`src/rtl/sysctl_pkg.sv`:
```
package sysctl_pkg;
  localparam logic [31:0] UNLOCK_KEY = 32'h0000_A05F;

  localparam int OFF_LOCK     = 'h20;
  localparam int OFF_FLAG_SET = 'h30;
  localparam int OFF_FLAG_CLR = 'h34;
  localparam int OFF_NV_SET   = 'h38;
  localparam int OFF_NV_CLR   = 'h3C;
  localparam int OFF_RSTCTL   = 'h40;
  localparam int OFF_DISP     = 'h50;
  localparam int OFF_TICK     = 'h5C;

  localparam logic [11:0] BRD_A  = 12'h100;
  localparam logic [11:0] BRD_B  = 12'h140;
  localparam logic [11:0] BRD_C  = 12'h178;
  localparam logic [11:0] BRD_D  = 12'h182;
  localparam logic [11:0] BRD_VX = 12'h190;

  localparam logic [31:0] DISP_RESET  = 32'h0000_1F00;
  localparam logic [31:0] DISP_RO_AB  = 32'h0000_3F00;
  localparam logic [31:0] DISP_RO_CD  = 32'h0000_0080;
endpackage

```
`src/rtl/sysctl_flagpair.sv`:
```
module sysctl_flagpair #(
  parameter int W = 32
) (
  input  logic         clk,
  input  logic         rst,
  input  logic         set_en,
  input  logic         clr_en,
  input  logic [W-1:0] wdata,
  output logic [W-1:0] val
);
  always_ff @(posedge clk) begin
    if (rst) val <= '0;
    else if (set_en) val <= val | wdata;
    else if (clr_en) val <= val & ~wdata;
  end
endmodule

```
`src/rtl/sysctl_tick.sv`:
```
module sysctl_tick #(
  parameter int CLK_HZ  = 250_000_000,
  parameter int TICK_HZ = 24_000_000,
  parameter int W       = 32
) (
  input  logic         clk,
  input  logic         rst,
  output logic [W-1:0] count
);
  localparam int ACC_W = $clog2(CLK_HZ) + 2;
  localparam logic [ACC_W-1:0] STEP = ACC_W'(TICK_HZ);
  localparam logic [ACC_W-1:0] WRAP = ACC_W'(CLK_HZ);

  logic [ACC_W-1:0] acc;
  logic [ACC_W-1:0] acc_nx;

  assign acc_nx = acc + STEP;

  always_ff @(posedge clk) begin
    if (rst) begin
      acc   <= '0;
      count <= '0;
    end else if (acc_nx >= WRAP) begin
      acc   <= acc_nx - WRAP;
      count <= count + 1'b1;
    end else begin
      acc <= acc_nx;
    end
  end
endmodule

```
`src/rtl/sysctl_regs.sv`:
```
module sysctl_regs
  import sysctl_pkg::*;
#(
  parameter int ADDR_W  = 12,
  parameter int CLK_HZ  = 250_000_000,
  parameter int TICK_HZ = 24_000_000
) (
  input  logic              clk,
  input  logic              rst,
  input  logic [31:0]       sys_id,
  input  logic [ADDR_W-1:0] bus_addr,
  input  logic              bus_wr,
  input  logic              bus_rd,
  input  logic [31:0]       bus_wdata,
  output logic [31:0]       bus_rdata,
  output logic              rst_req,
  output logic [1:0]        fmt_mux
);
  localparam int NFLAG = 2;

  logic [11:0] board;
  assign board = sys_id[27:16];

  function automatic logic hit(input logic [ADDR_W-1:0] a, input int off);
    return a == ADDR_W'(off);
  endfunction

  logic [15:0] key_q;
  logic        unlocked;
  assign unlocked = ({16'h0, key_q} == UNLOCK_KEY);

  always_ff @(posedge clk) begin
    if (rst) key_q <= '0;
    else if (bus_wr && hit(bus_addr, OFF_LOCK))
      key_q <= (bus_wdata == UNLOCK_KEY) ? UNLOCK_KEY[15:0] : {1'b0, bus_wdata[14:0]};
  end

  // flag pairs: index 0 volatile, 1 non-volatile
  logic [31:0] flag_val [NFLAG];
  generate
    for (genvar g = 0; g < NFLAG; g++) begin : g_flag
      localparam int SET_OFF = (g == 0) ? OFF_FLAG_SET : OFF_NV_SET;
      localparam int CLR_OFF = (g == 0) ? OFF_FLAG_CLR : OFF_NV_CLR;
      sysctl_flagpair #(.W(32)) u_flag (
        .clk    (clk),
        .rst    (rst),
        .set_en (bus_wr && hit(bus_addr, SET_OFF)),
        .clr_en (bus_wr && hit(bus_addr, CLR_OFF)),
        .wdata  (bus_wdata),
        .val    (flag_val[g])
      );
    end
  endgenerate

  logic [31:0] rlev_q;
  logic        rst_take;
  assign rst_take = bus_wr && hit(bus_addr, OFF_RSTCTL) && unlocked && (board != BRD_VX);

  always_ff @(posedge clk) begin
    if (rst) begin
      rlev_q  <= '0;
      rst_req <= 1'b0;
    end else begin
      rst_req <= rst_take;
      if (rst_take) rlev_q <= bus_wdata;
    end
  end

  logic [31:0] disp_q;
  logic        disp_wr;
  assign disp_wr = bus_wr && hit(bus_addr, OFF_DISP);

  always_ff @(posedge clk) begin
    if (rst) begin
      disp_q  <= (board == BRD_VX) ? 32'h0 : DISP_RESET;
      fmt_mux <= 2'b00;
    end else if (disp_wr) begin
      unique case (board)
        BRD_A, BRD_B: disp_q <= (disp_q & DISP_RO_AB) | (bus_wdata & ~DISP_RO_AB);
        BRD_C, BRD_D: disp_q <= (disp_q & DISP_RO_CD) | (bus_wdata & ~DISP_RO_CD);
        default:      disp_q <= disp_q;
      endcase
      if (board == BRD_A) fmt_mux <= bus_wdata[1:0];
    end
  end

  logic [31:0] tick_cnt;
  sysctl_tick #(.CLK_HZ(CLK_HZ), .TICK_HZ(TICK_HZ), .W(32)) u_tick (
    .clk   (clk),
    .rst   (rst),
    .count (tick_cnt)
  );

  logic [31:0] rd_mux;
  always_comb begin
    rd_mux = '0;
    if (hit(bus_addr, OFF_LOCK))          rd_mux = {15'h0, unlocked, key_q};
    else if (hit(bus_addr, OFF_FLAG_SET)) rd_mux = flag_val[0];
    else if (hit(bus_addr, OFF_NV_SET))   rd_mux = flag_val[1];
    else if (hit(bus_addr, OFF_RSTCTL))   rd_mux = (board == BRD_VX) ? 32'h0 : rlev_q;
    else if (hit(bus_addr, OFF_DISP))     rd_mux = disp_q;
    else if (hit(bus_addr, OFF_TICK))     rd_mux = tick_cnt;
  end

  always_ff @(posedge clk) begin
    if (rst) bus_rdata <= '0;
    else if (bus_rd) bus_rdata <= rd_mux;
  end
endmodule

```
`config.mk`:
```
export PLATFORM = sky130hd
export DESIGN_NAME = sysctl_regs
export DESIGN_NICKNAME = d
export VERILOG_FILES = /design/src/rtl/sysctl_pkg.sv /design/src/rtl/sysctl_flagpair.sv /design/src/rtl/sysctl_tick.sv /design/src/rtl/sysctl_regs.sv
export SDC_FILE = /design/constraint.sdc
export NUM_CORES = 1
export LEC_CHECK = 0
export BUFFER_PORTS_ARGS = -buffer_cell sky130_fd_sc_hd__buf_2
export CAP_MARGIN = 20
export CORE_ASPECT_RATIO = 0.75
export CORE_MARGIN = 2
export CORE_UTILIZATION = 53
export CTS_CLUSTER_SIZE = 16
export DETAILED_ROUTE_END_ITERATION = 12
export GPL_TIMING_DRIVEN = 0
export PLACE_DENSITY_LB_ADDON = 0.2
export SYNTH_ARGS = -nofsm -noshare
export SYNTH_HDL_FRONTEND = slang
export SYNTH_SLANG_ARGS = --single-unit
```
`constraint.sdc`:
```
create_clock -name clk -period 2.8 [get_ports clk]
set_input_delay 0.28 -clock clk [delete_from_list [all_inputs] [get_ports clk]]
set_output_delay 0.28 -clock clk [all_outputs]
set_load 0.005 [all_outputs]
```
# [Word level (Yosys, flattened, before mapping)]
# Cells that the tools add are included.
[classes] mux=17 addsub=3 eq_ne=16 bitwise=7 n_reduce_logical=17 magnitude_cmp=1
[op_table] op="32-bit 2-to-1 mux" count=13
[op_table] op="32-bit AND" count=2
[op_table] op="32-bit OR" count=2
[op_table] op="32-bit one-hot mux with 2 select lines" count=1
[op_table] op="12-bit by 6-bit == test with 1-bit output, second input constant" count=5
[op_table] op="12-bit by 9-bit == test with 1-bit output, second input constant" count=5
[op_table] op="12-bit by 7-bit == test with 1-bit output, second input constant" count=3
[op_table] op="32-bit by 1-bit adder with 32-bit output, second input constant" count=1
[op_table] op="32-bit by 16-bit == test with 1-bit output, second input constant" count=1
[op_table] op="32-bit NOT" count=1
[op_table] op="14-bit by 32-bit OR with 32-bit output" count=1
[op_table] op="8-bit by 32-bit OR with 32-bit output" count=1
[op_table] op="30-bit by 25-bit adder with 30-bit output, second input constant" count=1
[op_table] op="30-bit by 28-bit >= comparator with 1-bit output, second input constant" count=1
[op_table] op="30-bit 2-to-1 mux" count=1
[op_table] op="30-bit by 28-bit subtractor with 30-bit output, second input constant" count=1
[op_table] op="16-bit == test, second input constant" count=1
[op_table] op="16-bit 2-to-1 mux" count=1
[op_table] op="13-bit 2-to-1 mux" count=1
[op_table] op="12-bit by 9-bit != test with 1-bit output, second input constant" count=1
[op_table] op="1-bit logical AND" count=9
[op_table] op="2-bit nonzero test" count=3
[op_table] op="2-bit AND reduction" count=2
[op_table] op="2-bit OR reduction" count=2
[op_table] op="3-bit nonzero test" count=1
[word_totals] out_inout_bits=35 input_bits=80 regBits=241 word_cells=71

# [Longest topological paths before layout]
# Gate-level depths: netlist of the first run.
[logic_depth] ltp_word=7 depth_mapped=12 mapped_depth_nobuf=11

# [Cells and area by module]
# A second synthesis of the first run with hierarchy kept.
[hier_totals] hier_cells=1332 hier_area_um2=12141.6
[modules_own_cells] mod="sysctl_regs" cells_each=638 n_inst=1 area_per_inst_um2=5965.7 seq_area_each_um2=2622.5
[modules_own_cells] mod="sysctl_tick" cells_each=420 n_inst=1 area_per_inst_um2=3348.2 seq_area_each_um2=1101.1
[modules_own_cells] mod="sysctl_flagpair" cells_each=137 n_inst=2 area_per_inst_um2=1413.9 seq_area_each_um2=640.6

# [Worst setup path after synthesis of the first run]
# OpenSTA, ideal clock, no wires.
[synth_path] kind="input port to flip-flop" startpoint="in bus_addr[9]" endpoint="reg disp_q[0] (enable)" n_path_buf=1 t_arrival_ns=2.646 setup_ns=0.388 t_required_ns=2.412 path_stages=7 path_slack_ns=-0.234 path_cell_list="or4_1 nor2_1 nand3_1 nor2_1 clkbuf_1 a41o_1 nand2b_1"
[synth_via] elab_chain_cells=4
[synth_lines] element="start: declaration" line_no="sysctl_regs.sv:11" source="input logic [ADDR_W-1:0] bus_addr,"
[synth_lines] element="12-bit by 7-bit == test with 1-bit output" line_no="sysctl_regs.sv:25" source="return a == ADDR_W'(off);"
[synth_lines] element="1-bit logical AND" line_no="sysctl_regs.sv:71" source="assign disp_wr = bus_wr && hit(bus_addr, OFF_DISP);"
[synth_lines] element="2-bit nonzero test (no line)"
[synth_lines] element="2-bit AND reduction (no line)"
[synth_lines] element="end signal: assignment" line_no="sysctl_regs.sv:75" source="disp_q <= (board == BRD_VX) ? 32'h0 : DISP_RESET;"
[synth_lines] element="end signal: assignment" line_no="sysctl_regs.sv:79" source="BRD_A, BRD_B: disp_q <= (disp_q & DISP_RO_AB) | (bus_wdata & ~DISP_RO_AB);"
[synth_lines] element="end signal: assignment" line_no="sysctl_regs.sv:80" source="BRD_C, BRD_D: disp_q <= (disp_q & DISP_RO_CD) | (bus_wdata & ~DISP_RO_CD);"
[synth_lines] element="end: declaration" line_no="sysctl_regs.sv:69" source="logic [31:0] disp_q;"
# Every way passes these cells.
# A chain may end at the register's enable or synchronous reset.

# [Final worst setup path of the first run]
[layout_path] startpoint="reg u_tick.acc[9]" endpoint="reg u_tick.acc[13]"
[layout_via] elab_chain_cells=3 elab_cells_between_ends=4 cone_classes="2 x add/sub; 1 x order compare; 1 x mux"
[layout_lines] element="start: declaration" line_no="sysctl_tick.sv:14" source="logic [ACC_W-1:0] acc;"
[layout_lines] element="start signal: assignment" line_no="sysctl_tick.sv:24" source="acc <= acc_nx - WRAP;"
[layout_lines] element="start signal: assignment" line_no="sysctl_tick.sv:27" source="acc <= acc_nx;"
[layout_lines] element="30-bit by 25-bit adder with 30-bit output (*)" line_no="sysctl_tick.sv:17" source="assign acc_nx = acc + STEP;"
[layout_lines] element="30-bit by 28-bit subtractor with 30-bit output or 30-bit by 28-bit >= comparator with 1-bit output (tied branches)" line_no="sysctl_tick.sv:24, sysctl_tick.sv:23"
[layout_lines] element="30-bit 2-to-1 mux (*)" line_no="sysctl_tick.sv:23" source="end else if (acc_nx >= WRAP) begin"
# Mark *: on every way between the ends. The rest lies on a longest branch, timed or not.

==> results.py, run 1 <==
metrics = {
    "outcome": {
        "status": "finished with violations",
        "violations": "setup timing",
    },
    "power_and_ir_drop": {
        "comb_power_share_pct": 41.4,
        "peakVddDrop_mv": 0.5702,
        "swShare_pct": 35.97,
        "p_clk_share_pct": 26.5,
        "powerDensity_nw_per_um2": 880.0,
        "p_leak_nw": 4.995,
        "power.internal_mw": 7.751,
        "power.switching_mw": 4.354,
        "pwr-share-seq_pct": 32.2,
    },
    "global_routing": {
        "antenna_found_initial": 0,
        "grt_pass1_vias": 9913,
        "grt-ovfl-total": 0,
        "track_usage_pct": 31.76,
        "grt_pass1_wl_mm": 54.63,
        "grt_max_degree": 28,
    },
    "clocking": {
        "htree_levels": 1,
        "clkTransAtPathRegs_ns": 0.07,
        "hold_buffers": 0,
        "cts_root_buf": "clkbuf_16",
        "clock_path_buffers": 3,
        "cts_tree": "done",
        "cts_sinks": 234,
        "insertion_delay_ns": 0.53,
        "cts_buffers": 23,
    },
    "setup_path": {
        "cpMaxStageDelayCell": "dfxtp_4",
        "reg2reg_depth": 13,
        "cp_max_fo": 6,
        "worst-setup-path-type": "flop to flop",
        "worst_setup_path_end_kind": "flop",
        "cp-endpoint": "u_tick.acc[13]",
        "cpMostUsedCell": "buf_6",
        "critPathArrivalTime_ns": 3.43,
        "r2r_end": "u_tick.acc[13]",
        "r2r-start": "u_tick.acc[9]",
        "crit_chain": "inv_4, ha_4, and2b_2, o21ai_4, a21boi_1, a211oi_2, nor2_2, o311ai_4, buf_6, buf_6, nand4_1, a32oi_1, mux2_2",
        "critPathBufInv": 3,
        "regToRegSetupSlack_ns": -0.21,
        "path_delay_family": "compound AO/OA/AOI/OAI gates",
        "path_depth": 13,
        "max_stage_delay_ns": 0.37,
        "crit_start": "u_tick.acc[9]",
        "required_ns": 3.22,
        "startpoint_type": "flop",
    },
    "floorplanning": {
        "die-area_um2": 22140,
        "num_rows": 45,
        "io_pins": 115,
        "initial_core_util_pct": 54.48,
        "die_w_um": 171.1,
        "die_h_um": 129.4,
        "core_um2": 20380,
    },
    "timing": {
        "skew_ns": 0.03289,
        "hold_viol_final": 0,
        "clock.fmax_mhz": 331.9,
        "report.final.slew_viol_count": 0,
        "slew_headroom_pct": 41.91,
        "tightest_slew_ns": 0.8713,
        "setup_violations": 42,
        "fin_crit_sh_pct": 107.6,
        "fin_crit_ns": 3.013,
        "grt_setup_unrepaired": "true",
        "finalWorstSetupSlack_ns": -0.2131,
        "fin_setup_tns_ns": -3.417,
    },
    "route": {
        "remaining_drc_errors": 0,
        "firstDrtPassIters": 6,
        "avgRoutedWirePerCell_um": 21.17,
        "ant_nets": 0,
        "vias": 11250,
        "drt_iter0_drc": 1425,
        "avgViaCountPerCell": 6.386,
        "wl_mm": 37.29,
    },
    "placed_design": {
        "place_area_um2": 11910,
        "hpwlAfterDp_mm": 25.47,
        "io_buffers": 84,
        "gp_congestion": 0.9240,
    },
    "final_layout": {
        "postLayoutCellArea_um2": 13760,
        "diodes": 0,
        "final_cell_mix": "nor2_1 (198), dfxtp_1 (196), nand2_1 (166), buf_2 (95), a22oi_1 (94)",
        "syn_to_final_growth_pct": 23.89,
        "final_common_cell": "nor2_1",
        "nets": 1547,
        "nFillCells": 1657,
        "drive_gt1_share_pct": 19.34,
    },
    "synth": {
        "synthFlopType": "dfxtp_1",
        "synth_top_family_by_area": "simple AND/OR/NAND/NOR gates",
        "syn_nets": 1395,
        "muxShareOfSynthArea_pct": 0.5747,
        "synth-simple-area-share_pct": 24.04,
        "synthArstFlopShare_pct": 0,
        "seq_area_frac_synth_pct": 45.08,
        "synth_compound_gate_area_share_pct": 21.06,
        "netlist_area_um2": 11100,
        "synth_cell_types": 78,
        "synth_edf_count": 32,
        "avgSynthCellArea_um2": 8.476,
        "synth-xor-area-share_pct": 4.564,
        "synthCells": 1310,
        "yosys_warnings": 0,
        "ys_ff_latch": 234,
        "yosys.area_share.adder_pct": 0.5634,
    },
    "run": {
        "max-cap-violations": 0,
    },
    "min_path": {
        "worstHoldPathCells": 3,
        "hold_path_class": "input port to flop",
    },
}
-- cell usage after synthesis, types with 8 or more instances --
cell type	n	area [um2]
and3_1	17	106.4
a21o_1	9	67.56
edfxtp_1	32	960.9
nor3_1	20	100.1
a311oi_1	17	148.9
buf_2	14	70.07
dfxtp_1	202	4044
a22o_1	8	70.07
nor4_1	11	68.82
nor2_1	202	758.2
xnor2_1	29	254.0
nand2_1	168	630.6
a22oi_1	94	705.7
a211oi_1	19	142.6
and2_1	8	50.05
nand4_1	28	175.2
inv_1	13	48.80
nor2b_1	31	193.9
a221oi_1	8	70.07
xor2_1	27	236.5
clkbuf_1	80	300.3
a222oi_1	17	170.2
nand3_1	41	205.2
o21ai_0	21	105.1
a21oi_1	79	395.4
-- cells by family (layout without fill, tap and decap cells) --
family | after synthesis | count (layout)
AND/OR/NAND/NOR | 571 | 571
buffers and inverters | 113 | 282
XOR/XNOR | 57 | 57
flip-flops | 234 | 234
multiplexers | 6 | 6
AO/OA/AOI/OAI | 324 | 324
adder cells (fa/ha/maj) | 5 | 5
-- worst min-delay path, stage by stage --
cell and delay, ns:
buf_2 0.14, nand2_1 0.07, a21oi_1 0.06
-- routing by layer --
metal | share of wire, % | track usage (%)
met4 | 2.1 | 7.827
met1 | 43 | 46.62
met2 | 44 | 49.03
met5 | 0 | 0
met3 | 11 | 5.162
-- layout make-up --
cell class              count  area, um2  area share (%)
multi-input cells         963       6176           44.90
flip-flops and latches    234       5017           36.47
clock inverters            11      108.9          0.7913
plain buffers              96      470.5           3.420
inverters                  13      51.30          0.3729
well taps                 282      352.8           2.565
repair buffers            131      912.1           6.631
clock buffers              31      666.9           4.848
-- how the worst min path moves through the flow --
stage	startpoint	endpoint	slack [ns]
after floorplan	bus_wdata[13]	rlev_q[13]	0.42
after global placement	rlev_q[27]	rlev_q[27]	0.44
after detailed placement	rlev_q[29]	rlev_q[29]	0.44
after CTS	bus_wdata[3]	rlev_q[3]	0.06
after global routing	bus_wdata[4]	rlev_q[4]	0.08
final	bus_wdata[3]	rlev_q[3]	0.06
-- power groups by stage --
stage               Sequential, mW  Combinational [mW]  Clock (mW)
floorplan                     3.83                2.13           0
global placement              3.87                2.80           0
detailed placement            3.88                2.85           0
CTS                           3.86                3.62        3.20
global route                  3.92                5.21        3.33
finish                        3.90                5.01        3.20
-- metrics by stage --
step / cells / util (%) / hold WS, ns / power [mW] / setup slack, ns
after global routing: 1761 / 67.49 / 0.07923 / 12.46 / -0.3294
final: 1761 / 67.49 / 0.06323 / 12.10 / -0.2131
after CTS: 1736 / 64.51 / 0.05994 / 10.68 / -0.1296
after detailed placement: 1676 / 58.43 / 0.4424 / 6.729 / -0.8229
after global placement: 1676 / 58.43 / 0.4372 / 6.671 / -0.7452
after floorplan: 1310 / - / 0.4205 / 5.963 / 0.01670
-- timing repair --
action                     in CTS  in global routing
cloned                          1                  4
setup endpoints to repair     101                135
resized for setup              66                 78
pin swaps                      15                 38
buffers inserted               21                 21
(Power assumes the default switching activity.)
==> run 2: changes to the inputs <==
CORE_UTILIZATION = 39   (was 53)
==> results.py, run 2 (synthesis results as in run 1) <==
metrics = {
    "power_and_ir_drop": {
        "swShare_pct": 35.45,
        "p_clk_share_pct": 28.8,
        "pwr-share-seq_pct": 33.6,
        "comb_power_share_pct": 37.6,
        "peakVddDrop_mv": 0.4898,
        "powerDensity_nw_per_um2": 843.9,
        "total_power_mw": 11.64,
        "power.switching_mw": 4.126,
        "p_leak_nw": 4.918,
        "power.internal_mw": 7.514,
    },
    "global_routing": {
        "track_usage_pct": 25.34,
        "met2_usage_pct": 37.06,
        "grt_pass1_wl_mm": 58.39,
        "top_usage_layer": "met1",
        "antenna_found_initial": 0,
        "met3_usage_pct": 3.024,
        "grt_max_degree": 28,
        "grt_util_met1_pct": 39.68,
        "grt_pass1_vias": 9996,
        "grt-ovfl-total": 0,
    },
    "floorplanning": {
        "die-area_um2": 29850,
        "initial_core_util_pct": 39.68,
        "core_um2": 27980,
        "io_pins": 115,
        "num_rows": 53,
        "die_h_um": 150.1,
        "die_w_um": 198.8,
    },
    "route": {
        "avgRoutedWirePerCell_um": 20.61,
        "ant_nets": 0,
        "wl_mm": 38.42,
        "avgViaCountPerCell": 5.847,
        "drt_iter0_drc": 1165,
        "firstDrtPassIters": 8,
        "vias": 10900,
        "remaining_drc_errors": 0,
    },
    "setup_path": {
        "crit_chain": "inv_4, ha_4, and2b_4, o21ai_4, xnor2_2, nand2_1, o311a_4, buf_4, o311a_4, buf_12, buf_4, nor4_4, xnor2_1, nor2_1",
        "critPathArrivalTime_ns": 3.39,
        "required_ns": 3.19,
        "reg2reg_depth": 14,
        "cp_max_fo": 10,
        "worst-setup-path-type": "flop to flop",
        "worst_setup_path_end_kind": "flop",
        "r2r-start": "u_tick.acc[9]",
        "max_stage_delay_ns": 0.39,
        "regToRegSetupSlack_ns": -0.20,
        "startpoint_type": "flop",
        "r2r_end": "u_tick.count[4]",
        "cpMaxStageDelayCell": "dfxtp_4",
    },
    "timing": {
        "tightest_slew_ns": 0.9212,
        "setup_violations": 45,
        "skew_ns": 0.02371,
        "slew_headroom_pct": 38.59,
        "hold_viol_final": 0,
        "fin_crit_ns": 2.999,
        "clock.fmax_mhz": 333.4,
        "fin_crit_sh_pct": 107.1,
        "finalWorstSetupSlack_ns": -0.1994,
        "report.final.slew_viol_count": 0,
        "grt_setup_unrepaired": "true",
    },
    "min_path": {
        "whs_endpoint": "rlev_q[20]",
        "hold_path_startpoint": "bus_wdata[20]",
        "hold_path_class": "input port to flop",
        "worstHoldPathCells": 3,
    },
    "placed_design": {
        "preCtsSetupSlack_ns": -0.9248,
        "dp_cells": 1779,
        "gp_congestion": 0.8818,
        "io_buffers": 84,
        "hpwlAfterDp_mm": 27.61,
    },
    "clocking": {
        "cts_root_buf": "clkbuf_16",
        "cts_sinks": 234,
        "clock_path_buffers": 3,
        "clkTransAtPathRegs_ns": 0.07,
        "htree_levels": 1,
        "insertion_delay_ns": 0.54,
        "cts_tree": "done",
        "cts_buffers": 24,
    },
    "final_layout": {
        "syn_to_final_growth_pct": 24.23,
        "drive_gt1_share_pct": 19.54,
        "nets": 1547,
        "final_common_cell": "nor2_1",
        "final_cell_mix": "nor2_1 (197), dfxtp_1 (195), nand2_1 (166), a22oi_1 (94), buf_2 (91)",
        "instances_no_fill": 1864,
        "diodes": 0,
    },
    "outcome": {
        "status": "finished with violations",
        "violations": "setup timing",
    },
    "run": {
        "max-cap-violations": 0,
    },
}
run 2: changes by cell type in the layout (fill, tap and decap cells not counted), moves of 5 or more:
cell     delta
nand3_2     +5
nand3_4     -5
xnor2_2     -5
xnor2_1     +5
buf_4       +7
run 2: how the worst max path moves through the flow:
stage / from / end / slack (ns) / depth (start not counted)
finish: u_tick.acc[9] / u_tick.count[4] / -0.20 / 14
CTS: u_tick.acc[9] / u_tick.acc[13] / -0.15 / 13
global placement: sys_id[25] / bus_rdata[4] / -0.92 / 11
detailed placement: sys_id[25] / bus_rdata[4] / -0.92 / 11
floorplan: u_tick.acc[9] / u_tick.count[22] / 0.02 / 11
global route: u_tick.acc[10] / u_tick.count[4] / -0.26 / 14
run 2: metal layers:
layer	vias up	wire [um]	share of wire (%)
met4	0	498	1.3
met2	482	16430	43
li1	5037	-	-
met1	5334	18300	48
met3	45	3187	8.3
met5	-	0	0
run 2: area by class of cell:
class | count | area (um2)
buffer | 97 | 483.0
clock buffer | 35 | 745.7
clock inverter | 8 | 71.32
fill | 2725 | 14190
inverter | 13 | 53.80
multi-input combinational | 963 | 6163
sequential | 234 | 5021
tap | 385 | 481.7
timing repair buffer | 129 | 773.2
run 2: through the flow:
| step | hold WS [ns] | area [um2] | utilization, % | TNS (ns) |
|---|---|---|---|---|
| detailed placement | 0.4424 | 12040 | 43.02 | -80.29 |
| CTS | 0.03885 | 13300 | 47.51 | -2.946 |
| finish | 0.04830 | 13790 | 49.29 | -3.503 |
| global placement | 0.4376 | 12040 | 43.02 | -74.74 |
| floorplan | 0.4205 | 11140 | - | 0 |
| global route | 0.06463 | 13790 | 49.29 | -7.117 |
run 2: power by group through the flow:
stage / clock, mW / sequential (mW) / combinational, mW
2_1_floorplan: 0 / 3.83 / 2.13
3_3_place_gp: 0 / 3.88 / 2.85
3_5_place_dp: 0 / 3.88 / 2.88
4_1_cts: 3.38 / 3.85 / 3.57
5_1_grt: 3.50 / 3.94 / 4.68
6_report: 3.35 / 3.91 / 4.38
run 2: worst max-delay path, delay by kind of cell, from the launching register on:
kind,cells,cell delay (ns)
compound gates,3,0.77
xor+xnor,2,0.36
fa+ha+maj,1,0.17
buf+inv,4,0.48
flops,1,0.39
simple gates,4,0.68
run 2: repair_timing:
item                       4_1_cts  5_1_grt
hold buffers                     0        0
setup buffers                   24       24
setup endpoints to repair      108      134
pin swaps                       16       47
gates resized for setup         64       81
